**src/rtl/luma_align_pkg.sv**
```systemverilog
package luma_align_pkg;

  localparam int LUMA_W = 8;

  typedef logic [LUMA_W-1:0] luma_byte_t;

  typedef struct packed {
    logic       vld;
    luma_byte_t dat;
  } luma_item_t;

endpackage

```
**src/rtl/luma_rise_det.sv**
```systemverilog
module luma_rise_det (
  input  logic clk,
  input  logic rst,
  input  logic lvl,
  output logic rise
);

  logic prev;

  always_ff @(posedge clk) begin
    if (rst) prev <= 1'b0;
    else     prev <= lvl;
  end

  assign rise = lvl & ~prev;

endmodule

```
**src/rtl/luma_bank_capture.sv**
```systemverilog
module luma_bank_capture
  import luma_align_pkg::*;
(
  input  logic       clk,
  input  logic       rst,
  input  logic       cyc_tick,
  input  logic       b2_tick,
  input  logic       dma,
  input  logic       sel_n,
  input  luma_byte_t din,
  output luma_item_t head,
  output luma_byte_t reg_a,
  output luma_byte_t reg_b,
  output logic       a_pend,
  output logic       b_pend,
  output logic       dma_cyc
);

  // Bus-cycle start: emit the second register, then either load the
  // first register (DMA cycle) or hand it over to the second.
  always_ff @(posedge clk) begin
    if (rst) begin
      head    <= '0;
      reg_a   <= '0;
      reg_b   <= '0;
      a_pend  <= 1'b0;
      b_pend  <= 1'b0;
      dma_cyc <= 1'b0;
    end else if (cyc_tick) begin
      head    <= '{vld: b_pend, dat: reg_b};
      dma_cyc <= dma;
      if (dma) begin
        b_pend <= 1'b0;
        if (!sel_n) begin
          reg_a  <= din;
          a_pend <= 1'b1;
        end else begin
          a_pend <= 1'b0;
        end
      end else begin
        reg_b  <= reg_a;
        b_pend <= a_pend;
        a_pend <= 1'b0;
      end
    end else if (b2_tick && dma_cyc) begin
      b_pend <= ~sel_n;
      if (!sel_n) reg_b <= din;
    end
  end

endmodule

```
**src/rtl/luma_delay_line.sv**
```systemverilog
module luma_delay_line
  import luma_align_pkg::*;
#(
  parameter int STAGES = 4
) (
  input  logic       clk,
  input  logic       rst,
  input  logic       adv,
  input  luma_item_t din,
  output luma_item_t dout
);

  luma_item_t stg [STAGES];

  for (genvar i = 0; i < STAGES; i++) begin : g_stage
    if (i == 0) begin : g_first
      always_ff @(posedge clk) begin
        if (rst)      stg[i] <= '0;
        else if (adv) stg[i] <= din;
      end
    end else begin : g_next
      always_ff @(posedge clk) begin
        if (rst)      stg[i] <= '0;
        else if (adv) stg[i] <= stg[i-1];
      end
    end
  end

  assign dout = stg[STAGES-1];

endmodule

```
**src/rtl/luma_align_pipe.sv**
```systemverilog
module luma_align_pipe
  import luma_align_pkg::*;
#(
  parameter int DELAY_STAGES = 4
) (
  input  logic              clk,
  input  logic              rst,
  input  logic              bus_clk,
  input  logic              bank2_stb,
  input  logic [LUMA_W-1:0] sram_d,
  input  logic              dma_slot,
  input  logic              win_sel_n,
  output logic [LUMA_W-1:0] luma_q,
  output logic              luma_vld
);

  logic       cyc_tick;
  logic       b2_tick;
  luma_item_t head;
  luma_item_t tail;
  luma_byte_t reg_a;
  luma_byte_t reg_b;
  logic       a_pend;
  logic       b_pend;
  logic       dma_cyc;

  luma_rise_det u_bus_edge (
    .clk  (clk),
    .rst  (rst),
    .lvl  (bus_clk),
    .rise (cyc_tick)
  );

  luma_rise_det u_b2_edge (
    .clk  (clk),
    .rst  (rst),
    .lvl  (bank2_stb),
    .rise (b2_tick)
  );

  luma_bank_capture u_cap (
    .clk      (clk),
    .rst      (rst),
    .cyc_tick (cyc_tick),
    .b2_tick  (b2_tick),
    .dma      (dma_slot),
    .sel_n    (win_sel_n),
    .din      (sram_d),
    .head     (head),
    .reg_a    (reg_a),
    .reg_b    (reg_b),
    .a_pend   (a_pend),
    .b_pend   (b_pend),
    .dma_cyc  (dma_cyc)
  );

  luma_delay_line #(
    .STAGES (DELAY_STAGES)
  ) u_dly (
    .clk  (clk),
    .rst  (rst),
    .adv  (cyc_tick),
    .din  (head),
    .dout (tail)
  );

  assign luma_q   = tail.dat;
  assign luma_vld = tail.vld;

endmodule

```
**config.mk**
```make
export PLATFORM = sky130hd
export DESIGN_NAME = luma_align_pipe
export DESIGN_NICKNAME = d
export VERILOG_FILES = /design/src/rtl/luma_align_pkg.sv /design/src/rtl/luma_rise_det.sv /design/src/rtl/luma_bank_capture.sv /design/src/rtl/luma_delay_line.sv /design/src/rtl/luma_align_pipe.sv
export SDC_FILE = /design/constraint.sdc
export NUM_CORES = 1
export LEC_CHECK = 0
export CAP_MARGIN = 20
export CORE_UTILIZATION = 50
export CTS_CLUSTER_SIZE = 8
export DETAILED_ROUTE_END_ITERATION = 7
export DONT_BUFFER_PORTS = 1
export PLACE_DENSITY_LB_ADDON = 0.12
export SKIP_CTS_REPAIR_TIMING = 1
export SYNTH_ARGS = -nofsm -noshare
export SYNTH_HDL_FRONTEND = slang
export SYNTH_SLANG_ARGS = --single-unit
```
**constraint.sdc**
```tcl
create_clock -name clk -period 2.3 [get_ports clk]
set_clock_uncertainty 0.15 [all_clocks]
set_input_delay 0.23 -clock clk [delete_from_list [all_inputs] [get_ports clk]]
set_output_delay 0.23 -clock clk [all_outputs]
set_load 0.01 [all_outputs]
```
**After elaboration in Yosys (flattened, before gate mapping)**

Memory sizes are Yosys's and may differ from the RTL's.
Index checks and enable logic that the tools add are counted.

- Add/subtract/negate cells: 0
- Multiply operators: 0
- Divide/modulo/power cells: 0
- Order comparisons: 0
- Eq/ne operators: 2
- Shifts and indexed selects: 0
- Muxes and demuxes: 18
- Bitwise gates (word level): 9
- Reductions and logical operators: 4

Operators with widths:

| kind | count |
|---|---|
| 2-to-1 mux 9 bit | 4 |
| 2-to-1 mux 8 bit | 4 |
| 2-to-1 mux 1 bit | 10 |
| AND reduction 3 bit | 2 |
| OR 1 bit | 4 |
| inverter 1 bit | 3 |
| AND 1 bit | 2 |
| != test 2 x 1 -> 1 bit (second input constant) | 1 |
| != test 2 bit (second input constant) | 1 |
| nonzero test 2 bit | 1 |
| logical AND 1 bit | 1 |

- Flip-flop bits (word level): 30
- Bits in latches: 0
- Memory bits (writable): 36
- Memory bits (read-only): 0
- Input port bits: 14
- Output and inout port bits: 9
- Word-level logic and storage cells: 43
- Memories kept: 1

Memory list:

| name | words | bits a word | rd ports | clocked after memory_dff | wr ports | line | RTL |
|---|---|---|---|---|---|---|---|
| u_dly.stg | 4 | 9 | 4 | 0 | 4 | luma_delay_line.sv:13 | `luma_item_t stg [STAGES];` |

**Logic depth before layout (Yosys ltp)**

- Word-level depth: 6
- Mapped depth: 5
- Gate-level depth less buffers: 3

**By module**

From an unflattened synthesis, not the netlist that was laid out.

- Cell total of the unflattened synthesis: 193
- Area, all modules: 2695.1 µm²

By module, submodules not included:

| module | times used | cells each | area each (µm²) | sequential area each (µm²) |
|---|---|---|---|---|
| luma_delay_line | 1 | 79 | 1458.9 | 1081.0 |
| luma_bank_capture | 1 | 108 | 1141.1 | 560.5 |
| luma_rise_det | 2 | 3 | 47.5 | 20.0 |

**Worst setup path after synthesis**

OpenSTA, ideal clock, no wires.

- Path type: register to register
- Start: reg u_bus_edge.prev
- End: mem u_dly.stg[0][0] (netlist name), enable pin
- Arrival: 1.373 ns
- Required time: 1.750 ns
- Path slack: 0.377 ns
- Stages on the path, launching flop included: 3
- Clock period less this slack: 1.923 ns
- Cell sequence: dfxtp_1 nand2b_1 nand2b_1

RTL lines:

| item | line | RTL |
|---|---|---|
| from (decl) | luma_rise_det.sv:8 | `logic prev;` |
| from (signal assigned) | luma_rise_det.sv:12 | `else prev <= lvl;` |
| to (decl) | luma_delay_line.sv:13 |  |

==> impl_metrics.yaml <==
run_status:
  status: "completed"
sta:
  maxSlewHeadroom_pct: 32.71
  fmax_mhz: 550.3
  period_needed_ps: 1817
  post-route-period-util_pct: 79.01
  finalSetupViolations: 0
  final-hold-violation-count: 0
  fin_ws_ps: 482.8
  tightest_slew_ps: 1006
  setup-tns-final_ps: 0
  rsz0062_at_grt: "no"
  drv_slew: 0
die:
  dieArea_sq_um: 5282
  start_util_pct: 52.53
  coreArea_sq_um: 4755
  die_x_um: 72.68
  fp.dieH_um: 72.68
  ios: 23
  rows: 25
setup_path:
  cp.required_ps: 2340
  setup.worst_path.start: "u_bus_edge.prev"
  worstSetupPathType: "reg -> reg"
  rrSetupSlack_ps: 480
  r2r_start: "u_bus_edge.prev"
  cp-end-kind: "flop"
  worstPathMaxFanout: 36
  cp-start-kind: "flop"
  arrival_ps: 1860
global_route:
  grt_max_degree: 37
  antenna_found_initial: 0
  grt_pass1_wl_um: 6216
  grt.overflow.total: 0
  grt_use_total_pct: 16.20
  grt_pass1_vias: 1408
cts:
  clk_latency_ps: 320
  clockRootBuffer: "clkbuf_8"
  cts.htree.levels: 3
  cts_buffers: 9
  cts_tree: "yes"
  max-clock-path-buffers: 2
  cts.sinks: 66
  clkTransAtPathRegs_ps: 60
pwr:
  p_comb_share_pct: 5.5
  switching_power_uw: 485.6
  p_int_uw: 1857
  p_per_area_nw_per_um2: 813.0
  swShare_pct: 20.73
  pwr-share-seq_pct: 56.8
  peakVddDrop_mv: 0.4215
  p_clk_share_pct: 37.7
  power_leakage_uw: 0.001077
hold_path:
  min_path_type: "in -> reg"
  min-delay-start: "dma_slot"
route:
  drc: 0
  routed_wl_um: 3671
  vias_per_cell: 5.111
  wl_met1_um: 1573
  vias: 1477
  avgRoutedWirePerCell_um: 12.70
  drt_iter0_markers: 61
  wl_met2_um: 1883
  drt_pass1_iterations: 4
  met3_length_um: 117
  drtAntennaViolNets: 0
  maxUsedRoutingLayer: "met4"
final_layout:
  areaGrowthSynthToFinish_pct: 15.38
  final_nets: 231
  design_area_sq_um: 2882
  antennaDiodeCount: 0
  drive_gt1_share_pct: 8.559
synth:
  ys_warn_count: 0
  syn_area_sq_um: 2497
  syn-num-nets: 215
  yosysUniqueCellTypes: 21
  synth_seq_cells: 66
  ys_seq_area_share_pct: 67.33
  synth_area_per_cell_sq_um: 12.42
  synth_cells: 201
place:
  dpl_cell_area_sq_um: 2574
  place_ws_ps: 427.5
  dpl.hpwl_um: 2240
  gp_congestion: 0.6986
  port_buffers: 0
flow_run:
  maxCapViolCount: 0
state kept, by name, indices dropped and copies added (netlist names):
signal and count:
u_dly.stg 36, u_cap.head 9, u_cap.reg_a 8, u_cap.reg_b 8, u_b2_edge.prev 1, u_bus_edge.prev 1, u_cap.a_pend 1, u_cap.b_pend 1
u_cap.dma_cyc 1
cell usage in the layout, fill, tap and decap left out:
cell	instances
nor4bb_2	1
buf_12	1
o221a_1	8
a21oi_1	19
nor2_1	17
or3b_1	1
clkinv_1	2
or3_1	1
dlygate4sd3_1	13
o31ai_4	1
nor2_2	1
dfxtp_1	30
nand3b_4	1
inv_1	2
and2_1	36
o32ai_1	1
clkinv_2	1
edfxtp_1	36
nand2b_1	2
nor2b_1	3
mux2i_1	9
bufinv_16	1
buf_4	3
clkbuf_8	9
nand2_1	20
clkbuf_1	3
worst max-delay path: stages, from the launching register on:
cell and delay (ps):
dfxtp_1 340, nand2b_1 190, nor2_2 750, and2_1 240
area by class of cell:
cell class | count | area, sq um
Multi-Input combinational cell | 121 | 758.2
Inverter | 2 | 7.507
Tap cell | 67 | 83.83
Fill cell | 408 | 1873
Sequential cell | 66 | 1682
Clock inverter | 4 | 42.54
Clock buffer | 12 | 135.1
Timing Repair Buffer | 17 | 172.7
power by group through the flow:
stage | Clock [uW] | Combinational [uW] | Sequential [uW]
floorplan | 0 | 88.1 | 1350
global placement | 0 | 96.7 | 1350
detailed placement | 0 | 102 | 1360
CTS | 917 | 103 | 1330
global route | 949 | 145 | 1340
finish | 883 | 128 | 1330
cell usage after synthesis:
master	instances	share of area [%]
a21oi_1	19	3.8
and2_1	36	9.0
buf_2	3	0.60
buf_4	2	0.60
clkbuf_1	7	1.1
dfxtp_1	30	24
edfxtp_1	36	43
inv_1	2	0.30
mux2i_1	9	3.6
nand2_1	20	3.0
nand2b_1	2	0.50
nand3b_4	1	0.80
nor2_1	17	2.6
nor2_2	1	0.25
nor2b_1	3	0.75
nor4bb_1	1	0.40
o221a_1	8	3.6
o31ai_4	1	0.85
o32ai_1	1	0.35
or3_1	1	0.25
or3b_1	1	0.35
logic make-up after synthesis:
logic type / synth area share (%)
buffers and inverters: 2.555
AND/OR/NAND/NOR: 17.89
AO/OA/AOI/OAI: 8.617
flip-flops: 67.33
multiplexers: 3.607
metal layers:
layer	vias to the layer above	track usage, %
met5	-	0
met4	0	12.20
met3	10	5.249
met2	31	26.90
met1	706	17.17
li1	730	-
final timing paths:
path / end / depth (start not counted)
worst max-delay path: u_dly.stg[0][1] / 3
worst min register to register: u_cap.head[2] / 2
worst min-delay path: u_cap.b_pend / 2
worst max register to register: u_dly.stg[0][1] / 3
through the flow:
step,power (uW),hold slack [ps],util [%],instances
6_report,2343,32.54,60.61,289
5_1_grt,2433,33.26,60.61,289
4_1_cts,2352,-210.5,57.87,276
3_5_place_dp,1460,154.0,54.13,260
3_3_place_gp,1452,152.7,54.13,260
2_1_floorplan,1440,208.2,-,201
Power figures use the tool's default switching activity.
